### src/rtl/rx_dest_filter.sv
module rx_dest_filter #(
  parameter int ADDR_BYTES = 6,
  parameter int MC_DEPTH   = 4,
  parameter int CNT_W      = 16,
  localparam int AW        = 8 * ADDR_BYTES,
  localparam int IDX_W     = (MC_DEPTH > 1) ? $clog2(MC_DEPTH) : 1
) (
  input  logic             clk,
  input  logic             rst_n,
  input  logic [AW-1:0]    own_addr,
  input  logic             mc_wr_en,
  input  logic [IDX_W-1:0] mc_wr_idx,
  input  logic [AW-1:0]    mc_wr_addr,
  input  logic             mc_wr_valid,
  input  logic             in_valid,
  input  logic [7:0]       in_data,
  input  logic             in_sof,
  input  logic             in_eof,
  output logic             out_valid,
  output logic [7:0]       out_data,
  output logic             out_sof,
  output logic             out_eof,
  output logic [CNT_W-1:0] acc_count,
  output logic [CNT_W-1:0] drop_count
);

  localparam int HW  = AW - 8;
  localparam int PW  = $clog2(2 * ADDR_BYTES + 1);
  localparam int FD  = 1 << PW;
  localparam int HCW = $clog2(ADDR_BYTES + 1);

  typedef enum logic [1:0] {S_IDLE, S_HDR, S_FWD, S_DROP} st_t;

  st_t            state;
  logic [HCW-1:0] hcnt;
  logic [HW-1:0]  hdr_sr;
  logic [PW-1:0]  wptr, rptr, cptr, hstart;
  logic [9:0]     fifo_q [FD];

  logic [AW-1:0]       mc_tab [MC_DEPTH];
  logic [MC_DEPTH-1:0] mc_vld;
  logic [MC_DEPTH-1:0] mc_hit;

  logic [AW-1:0] dest;
  logic [HW+7:0] shift_cat;
  logic start, hdr_beat, last_hdr, decide, hit, hdr_drop, restart_drop, single;
  logic wr_en;
  logic [PW-1:0] wr_at, fill;

  assign dest         = {hdr_sr, in_data};
  assign shift_cat    = {hdr_sr, in_data};
  assign start        = in_valid && in_sof;
  assign hdr_beat     = in_valid && !in_sof && (state == S_HDR);
  assign last_hdr     = hdr_beat && (hcnt == HCW'(ADDR_BYTES - 1));
  assign decide       = last_hdr;
  assign hit          = (dest == own_addr) || (&dest) || (|mc_hit);
  assign hdr_drop     = hdr_beat && (last_hdr ? !hit : in_eof);
  assign restart_drop = start && (state == S_HDR);
  assign single       = start && in_eof;
  assign wr_at        = restart_drop ? hstart : wptr;
  assign wr_en        = in_valid && (start || state == S_HDR || state == S_FWD);
  assign fill         = wptr - rptr;

  for (genvar g = 0; g < MC_DEPTH; g++) begin : g_mc
    assign mc_hit[g] = mc_vld[g] && (mc_tab[g] == dest);
  end

  always_ff @(posedge clk) begin
    if (!rst_n) mc_vld <= '0;
    else if (mc_wr_en && int'(mc_wr_idx) < MC_DEPTH) mc_vld[mc_wr_idx] <= mc_wr_valid;
  end

  always_ff @(posedge clk) begin
    if (mc_wr_en && int'(mc_wr_idx) < MC_DEPTH) mc_tab[mc_wr_idx] <= mc_wr_addr;
  end

  always_ff @(posedge clk) begin
    if (wr_en) fifo_q[wr_at] <= {start, in_eof, in_data};
  end

  always_ff @(posedge clk) begin
    if (!rst_n) begin
      state  <= S_IDLE;
      hcnt   <= '0;
      hdr_sr <= '0;
      wptr   <= '0;
      cptr   <= '0;
      hstart <= '0;
    end else if (start) begin
      hdr_sr <= shift_cat[HW-1:0];
      hstart <= wr_at;
      if (in_eof) begin
        wptr  <= wr_at;
        state <= S_IDLE;
      end else begin
        wptr  <= wr_at + PW'(1);
        hcnt  <= HCW'(1);
        state <= S_HDR;
      end
    end else if (in_valid) begin
      case (state)
        S_HDR: begin
          if (last_hdr) begin
            if (hit) begin
              wptr  <= wptr + PW'(1);
              cptr  <= wptr + PW'(1);
              state <= in_eof ? S_IDLE : S_FWD;
            end else begin
              wptr  <= hstart;
              state <= in_eof ? S_IDLE : S_DROP;
            end
          end else if (in_eof) begin
            wptr  <= hstart;
            state <= S_IDLE;
          end else begin
            wptr   <= wptr + PW'(1);
            hcnt   <= hcnt + HCW'(1);
            hdr_sr <= shift_cat[HW-1:0];
          end
        end
        S_FWD: begin
          wptr <= wptr + PW'(1);
          cptr <= wptr + PW'(1);
          if (in_eof) state <= S_IDLE;
        end
        S_DROP: if (in_eof) state <= S_IDLE;
        default: ;
      endcase
    end
  end

  always_ff @(posedge clk) begin
    if (!rst_n) begin
      rptr      <= '0;
      out_valid <= 1'b0;
      out_data  <= '0;
      out_sof   <= 1'b0;
      out_eof   <= 1'b0;
    end else if (rptr != cptr) begin
      {out_sof, out_eof, out_data} <= fifo_q[rptr];
      out_valid <= 1'b1;
      rptr      <= rptr + PW'(1);
    end else begin
      out_valid <= 1'b0;
      out_sof   <= 1'b0;
      out_eof   <= 1'b0;
    end
  end

  always_ff @(posedge clk) begin
    if (!rst_n) begin
      acc_count  <= '0;
      drop_count <= '0;
    end else begin
      if (decide && hit) acc_count <= acc_count + CNT_W'(1);
      drop_count <= drop_count + CNT_W'(hdr_drop) + CNT_W'(restart_drop) + CNT_W'(single);
    end
  end

endmodule

### config.mk
export PLATFORM = sky130hd
export DESIGN_NAME = rx_dest_filter
export DESIGN_NICKNAME = d
export VERILOG_FILES = /design/src/rtl/rx_dest_filter.sv
export SDC_FILE = /design/constraint.sdc
export NUM_CORES = 1
export LEC_CHECK = 0
export BUFFER_PORTS_ARGS = -buffer_cell sky130_fd_sc_hd__buf_2
export CAP_MARGIN = 20
export CORE_MARGIN = 4
export CORE_UTILIZATION = 64
export DETAILED_ROUTE_END_ITERATION = 16
export PLACE_DENSITY_LB_ADDON = 0.08
export SYNTH_ARGS = -nofsm -noshare
export SYNTH_HDL_FRONTEND = slang
export SYNTH_SLANG_ARGS = --single-unit
### constraint.sdc
create_clock -name clk -period 9.3 [get_ports clk]
set_clock_uncertainty 0.05 [all_clocks]
set_input_delay 2.325 -clock clk [delete_from_list [all_inputs] [get_ports clk]]
set_output_delay 2.325 -clock clk [all_outputs]
set_load 0.02 [all_outputs]
==> results of run 1 <==
sequential cells by signal (all words and copies together), names as in the netlist, 4 cells and up, named ones only:
name and flops:
mc_vld 4, hdr_sr 40, rptr 4, fifo_q 160, cptr 4, drop_count 16, mc_tab 192, out_data 8
wptr 4, hstart 4, acc_count 16
layer usage:
layer  vias to the layer above  wire length, um  share of wire [%]
li1                       5507                -                  -
met1                      6048            18800                 38
met2                       674            24300                 49
met3                       119             4340                8.8
met4                         0             2080                4.2
met5                         -                0                  0
worst max-delay path: cells and delay by family:
kind                       cells  cell delay [ns]
adders and majority gates      2             0.64
AOI/OAI and AO/OA              3             0.87
xor gates and xnor gates       2             0.36
buffers and inverters          2             0.45
and+or+nand+nor                7             1.49
kinds of logic after synthesis:
kind of cell	count (synthesis)	share of synthesized area, %
AOI/OAI and AO/OA	132	4.52
xor gates and xnor gates	239	10.6
adders and majority gates	16	1.09
buffers and inverters	130	2.87
DFF	464	64.8
muxes	77	6.94
and+or+nand+nor	371	9.23
cells in the mapped netlist (all sizes together) (6+ instances only):
cell type and count:
and3 6, nor2b 15, xor2 134, nor3 9, buf 58, o21ai 13, o22ai 6, mux4 48
mux2i 28, o211ai 6, edfxtp 352, nand2 123, a211oi 11, inv 39, nand4 44, clkbuf 32
nand3 25, a21oi 55, nand2b 15, nor2 70, ha 14, dfxtp 112, nor4 41, xnor2 105
o31ai 6
path summary, 6_finish.rpt:
path / from / to / slack (ns) / cells past startpoint
setup / recovery: in_data[7] / drop_count[9]$_SDFF_PN0_ / 3.49 / 16
hold / removal: cptr[3]$_SDFFE_PN0P_ / cptr[3]$_SDFFE_PN0P_ / 0.42 / 2
setup reg to reg: hdr_sr[8]$_SDFFE_PN0P_ / drop_count[9]$_SDFF_PN0_ / 4.41 / 15
hold reg to reg: cptr[3]$_SDFFE_PN0P_ / cptr[3]$_SDFFE_PN0P_ / 0.42 / 2
final cells by class:
| cell class | count | share of cell area (%) |
|---|---|---|
| multi-input combinational | 835 | 28.7 |
| clock buffer | 58 | 5.76 |
| sequential | 464 | 57.3 |
| clock inverter | 24 | 1.02 |
| tap | 396 | 2.22 |
| inverter | 40 | 0.671 |
| timing repair buffer | 180 | 4.31 |
placed cells by master, fill, tap and decap left out, drive strengths merged, types with 15 or more instances in the layout:
master and instances:
edfxtp 352, buf 180, xor2 134, nand2 123
dfxtp 112, xnor2 105, nor2 70, clkbuf 58
a21oi 55, mux4 48, nand4 44, nor4 41
inv 41, mux2i 28, nand3 25, nand2b 15
nor2b 15
per-stage QoR:
step	area, um2	worst slack, ns	total power [W]	hold WS [ns]
4_1_cts	22400	3.53	0.00456	0.424
3_3_place_gp	20800	3.08	0.00273	0.399
3_5_place_dp	20800	2.99	0.00273	0.414
6_report	22400	3.49	0.00454	0.418
5_1_grt	22400	3.18	0.00469	0.439
2_1_floorplan	19800	2.69	0.00260	0.398
power breakdown:
part           switching, W  internal [W]  leakage [nW]  total (W)
clock network      0.000762       0.00109         0.739    0.00185
registers         0.0000444       0.00230          4.11    0.00234
logic              0.000204      0.000145          3.02   0.000349
total               0.00101       0.00353          7.87    0.00454
==> impl_metrics.csv, run 1 <==
group,metric,value,unit
cts,ctsHoldBuffers,0,
grt,grt_pass1_wl,73700,um
timing,post-route-period-util,62.5,%
grt,grt_util_met3,5.05,%
logic_synthesis,yosysSeqAreaShare,64.8,%
die,start_util,64.8,%
logic_synthesis,synthFlopType,"edfxtp_1",
grt,met2_usage,48.3,%
cts,clock_sinks,464,
logic_synthesis,synth_edf_count,352,
cts,cts_buffers,46,
cts,post-cts-setup-buffers,0,
cts,clk_pin_slew,0.06,ns
place,place_congestion,1.02,
die,die_area,33800,um2
setup_path,crit_path_max_incr_delay,0.54,ns
grt,grt_util_met1,39.6,%
cts,cts-root-buf,"clkbuf_16",
cts,insertion_delay,0.54,ns
die,ios,156,
drt,vias,12300,
finish,antenna_cells,0,
finish,nFillCells,1992,
timing,slew_viol_final,0,
setup_path,critical_path.slowest_cell,"o311ai_4",
status,status,"complete, no violations",
cts,clk_path_buf_depth,3,
finish,regArea,12800,um2
setup_path,cp_max_fo,24,
drt,wl_per_cell,24.8,um
cts,cts_tree,"built",
logic_synthesis,synth_top_area_share,53.4,%
grt,gr-total-overflow,0,
logic_synthesis,ys_seq_elements,464,
finish,post-route-util,73.3,%
pwr,vdd_drop_max,160,uV
place,placed_cells,1914,
timing,rsz0062_at_grt,"no",
die,num_rows,64,
drt,ant_nets,0,
finish,final_nets,1696,
logic_synthesis,async_reset_ff_share,0,%
logic_synthesis,yosysWarnings,0,
setup_path,cp.required,9.64,ns
timing,period_needed,5.81,ns
drt,drtIter0Drc,1207,
logic_synthesis,syn_nets,1558,
die,die_h,184,um
grt,grt_pass1_vias,11900,
finish,stdcell_count,1997,
worst_hold_path,hold_class,"reg -> reg",
logic_synthesis,syn_avg_cell_area,13.8,um2
setup_path,critPathArrivalTime,6.15,ns
setup_path,path_cells,"buf_2 > xnor2_1 > nand4_1 > nor4_1 > nand4_1 > o311ai_4 > nor3_1 > a31oi_1 > fa_1 > inv_1 > ha_1 > a21oi_1 > nor2b_1 > nand3_1 > xor2_1 > nor2_1",
cts,cts_resized,0,
timing,fin_tns_setup,0,ns
finish,multiInputGateArea,6420,um2
finish,final_layout_size_suffix_gt1_share,19.7,%
setup_path,path_class,"in -> reg",
grt,grt_max_degree,54,
drt,drc,0,
timing,setup_violations,0,
timing,worst_slew_pin_slew,1.09,ns
logic_synthesis,yosys.cell_types.count,61,
timing,relSlewSlack,27.2,%
timing,hold_viol_final,0,
pwr,pwr_density_cell,203,nW/um2
drt,dr.pass1.iters,7,
flow_run,drv_cap,0,
drt,wl,49500,um
grt,grt_antenna_before_repair,0,
timing,fmax,172,MHz
logic_synthesis,netlist_area,19800,um2
setup_path,crit_path_frequent_cell,"nand4_1",
place,port_buffers,155,
grt,track_usage,29.3,%
setup_path,end_kind,"flop",
pwr,p_leak,7.87,nW
logic_synthesis,yosysTopAreaCell,"edfxtp_1",
die,die_w,184,um
cts,h-tree-depth,2,
setup_path,start_kind,"input pin",
drt,vias_per_cell,6.18,
finish,area_growth_syn_to_layout,13.0,%
logic_synthesis,ys_top_cells_by_area,"edfxtp_1 53%, dfxtp_1 11%, xor2_1 5.9%, mux4_2 5.5%, xnor2_1 4.6%",
place,dp_hpwl,33100,um
logic_synthesis,synthCells,1429,
grt,grt_busiest_layer,"met2",
die,core-area,30500,um2
Note: power is estimated with default switching activity, not from simulation.
==> run 2: changes to the inputs <==
--- a/config.mk
+++ b/config.mk
@@ -5,10 +5,11 @@
 export SDC_FILE = /design/constraint.sdc
 export NUM_CORES = 1
 export LEC_CHECK = 0
+export ABC_AREA = 1
 export BUFFER_PORTS_ARGS = -buffer_cell sky130_fd_sc_hd__buf_2
 export CAP_MARGIN = 20
 export CORE_MARGIN = 4
-export CORE_UTILIZATION = 64
+export CORE_UTILIZATION = 54
 export DETAILED_ROUTE_END_ITERATION = 16
 export PLACE_DENSITY_LB_ADDON = 0.08
 export SYNTH_ARGS = -nofsm -noshare
==> constraint.sdc (replaced) <==
create_clock -name clk -period 5.1 [get_ports clk]
set_clock_uncertainty 0.05 [all_clocks]
set_input_delay 1.275 -clock clk [delete_from_list [all_inputs] [get_ports clk]]
set_output_delay 1.275 -clock clk [all_outputs]
set_load 0.02 [all_outputs]
==> impl_metrics.csv, run 2 <==
group,metric,value,unit
drt,highest_layer,"met4",
finish,finalInstanceArea,24000,um2
drt,wl,60600,um
die,num_rows,71,
logic_synthesis,yosys-top-cells-count,"472 x nand2_1, 352 x edfxtp_1, 241 x nor2_1",
finish,largest_registers,"mc_tab: 192 flops, fifo_q: 160 flops, hdr_sr: 40 flops",
drt,met3_length,4040,um
timing,setup_ws,0.418,ns
logic_synthesis,synthFlopType,"edfxtp_1",
finish,post-route-util,63.6,%
cts,clk_pin_slew,0.06,ns
drt,ant_nets,0,
finish,final_layout_size_suffix_gt1_share,14.3,%
cts,cts_buffers,49,
setup_path,path_class,"in -> reg",
cts,clock_sinks,464,
logic_synthesis,synth_top_area_share,51.0,%
logic_synthesis,yosysMostFrequentCell,"nand2_1",
timing,period_needed,4.68,ns
pwr,vdd_drop_max,287,uV
die,ios,156,
cts,cts-root-buf,"clkbuf_16",
finish,layout_commonest_cell,"nand2_1",
drt,vias_per_cell,5.52,
timing,post-route-period-util,91.8,%
logic_synthesis,syn_avg_cell_area,9.89,um2
finish,regArea,12800,um2
grt,grt_pass1_wl,90500,um
logic_synthesis,ys_seq_elements,464,
cts,cts_resized,0,
finish,multiInputGateArea,6730,um2
cts,post-cts-setup-buffers,0,
drt,wl_met1,23400,um
timing,slew_viol_final,0,
logic_synthesis,synthCells,2097,
worst_hold_path,hold_class,"reg -> reg",
cts,clk_path_buf_depth,3,
setup_path,cp.required,5.51,ns
pwr,pwr-share-clk,38.2,%
drt,wl_per_cell,21.3,um
status,status,"complete, no violations",
cts,ctsHoldBuffers,0,
cts,insertion_delay,0.59,ns
logic_synthesis,yosysSeqAreaShare,61.8,%
cts,cts_tree,"built",
setup_path,reg2reg_slack,0.49,ns
logic_synthesis,async_reset_ff_share,0,%
place,post_dp_cell_area,22400,um2
timing,relSlewSlack,37.5,%
timing,worst_slew_pin_slew,0.937,ns
logic_synthesis,synth_edf_count,352,
finish,nFillCells,3183,
timing,setup_violations,0,
pwr,p_sw_share,27.8,%
pwr,pwr-share-seq,47.0,%
grt,grt_max_degree,80,
drt,vias,15700,
setup_path,end_kind,"flop",
logic_synthesis,netlist_area,20700,um2
pwr,internal-power,0.00687,W
die,start_util,54.9,%
setup_path,critPathArrivalTime,5.09,ns
pwr,p_leak,9.52,nW
setup_path,cp_max_fo,14,
flow_run,drv_cap,0,
place,pre_cts_ws,-0.141,ns
grt,gr-total-overflow,0,
die,die_w,204,um
pwr,pwr_density_cell,396,nW/um2
grt,track_usage,28.8,%
logic_synthesis,ys_top_cells_by_area,"edfxtp_1 51%, dfxtp_1 11%, nand2_1 8.5%, nor2_1 4.4%, o21ai_0 4.3%",
drt,routed-wl-met2,30200,um
logic_synthesis,yosysWarnings,0,
place,place_congestion,0.981,
pwr,combPwrFrac,14.8,%
finish,final_nets,2420,
die,die_h,204,um
die,die_area,41600,um2
drt,drtIter0Drc,1358,
finish,largest_register_ffs,192,
drt,dr.pass1.iters,6,
logic_synthesis,yosys.cell_types.count,40,
pwr,p_sw,0.00264,W
place,port_buffers,155,
setup_path,start_kind,"input pin",
finish,final_cell_mix,"472 x nand2_1, 352 x edfxtp_1, 239 x nor2_1, 208 x inv_1, 180 x o21ai_0",
timing,hold_viol_final,0,
timing,rsz0062_at_grt,"no",
logic_synthesis,yosysTopAreaCell,"edfxtp_1",
cts,h-tree-depth,2,
timing,fmax,214,MHz
die,core-area,37800,um2
logic_synthesis,syn_nets,2226,
place,dp_hpwl,42800,um
grt,grt_antenna_before_repair,1,
finish,area_growth_syn_to_layout,15.9,%
finish,top_register,"mc_tab",
grt,grt_pass1_vias,15100,
pwr,power,0.00952,W
drt,drc,0,
## run 2: cell types whose count changed after synthesis, sizes merged, moves of 45 or more
cell and delta:
inv +190, xor2 -118, a21oi +45, nand2 +351
nor2 +174, o21ai +173, mux4 -48
## run 2: final timing paths
path	endpoint	start	depth (start not counted)
setup / recovery	drop_count[14]$_SDFF_PN0_	in_data[1]	28
hold / removal	drop_count[15]$_SDFF_PN0_	drop_count[15]$_SDFF_PN0_	2
setup reg to reg	drop_count[14]$_SDFF_PN0_	hdr_sr[14]$_SDFFE_PN0P_	28
hold reg to reg	drop_count[15]$_SDFF_PN0_	drop_count[15]$_SDFF_PN0_	2
## run 2: cell families (layout without fill, tap and decap cells)
logic type / count (synthesis) / count (layout) / share of synthesized area [%]
compound gates: 369 / 369 / 10.1
xor+xnor: 93 / 93 / 3.93
fa+ha+maj: 16 / 16 / 1.04
buf+inv: 311 / 546 / 6.00
flops: 464 / 464 / 61.8
mux: 31 / 31 / 1.50
other cells: 0 / 1 / 0
simple gates: 813 / 813 / 15.7
## run 2: through the flow
stage,hold WS [ns],cells,TNS [ns]
3_5_place_dp,0.407,2750,-0.154
5_1_grt,0.465,2843,0
4_1_cts,0.420,2842,0
6_report,0.422,2844,0
3_3_place_gp,0.397,2750,-0.0507
2_1_floorplan,0.396,2097,0
## run 2: worst max-delay path, cell delays in order
cell and delay, ns:
buf_2 0.29, nand2_1 0.11, o21ai_0 0.17, nor2_1 0.08
nand2_1 0.07, nor2_1 0.04, nand2_1 0.06, nor2_1 0.04
a21oi_1 0.35, nand2_4 0.12, nand2_4 0.07, nand3_1 0.07
fa_1 0.43, inv_1 0.07, ha_1 0.18, fa_1 0.21
nand2_1 0.07, nor2_1 0.09, inv_1 0.05, nor2_1 0.11
and3_1 0.20, nand2_1 0.10, nor3_1 0.20, inv_1 0.10
nor4_1 0.17, buf_4 0.16, and3_1 0.13, nor3_1 0.04
## run 2: power by group through the flow
stage	clock (W)	sequential (W)	combinational [W]
after global placement	0	0.00455	0.00137
after global routing	0.00384	0.00450	0.00155
after floorplan	0	0.00446	0.000961
final	0.00364	0.00447	0.00141
after CTS	0.00367	0.00447	0.00140
after detailed placement	0	0.00455	0.00140
## run 2: metal layers
| layer | vias to the layer above | global-route usage (%) |
|---|---|---|
| met3 | 138 | 3.95 |
| met5 | - | 0 |
| met1 | 7478 | 36.3 |
| met4 | 0 | 12.7 |
| li1 | 7453 | - |
| met2 | 629 | 50.1 |
## run 2: cell type report
class                   count  share of cell area (%)
diodes                      1                  0.0104
clock buffers              62                    5.47
clock inverters            30                    1.35
inverters                 231                    3.61
multi-input cells        1322                    28.0
flip-flops and latches    464                    53.3
well taps                 511                    2.66
repair buffers            223                    5.54
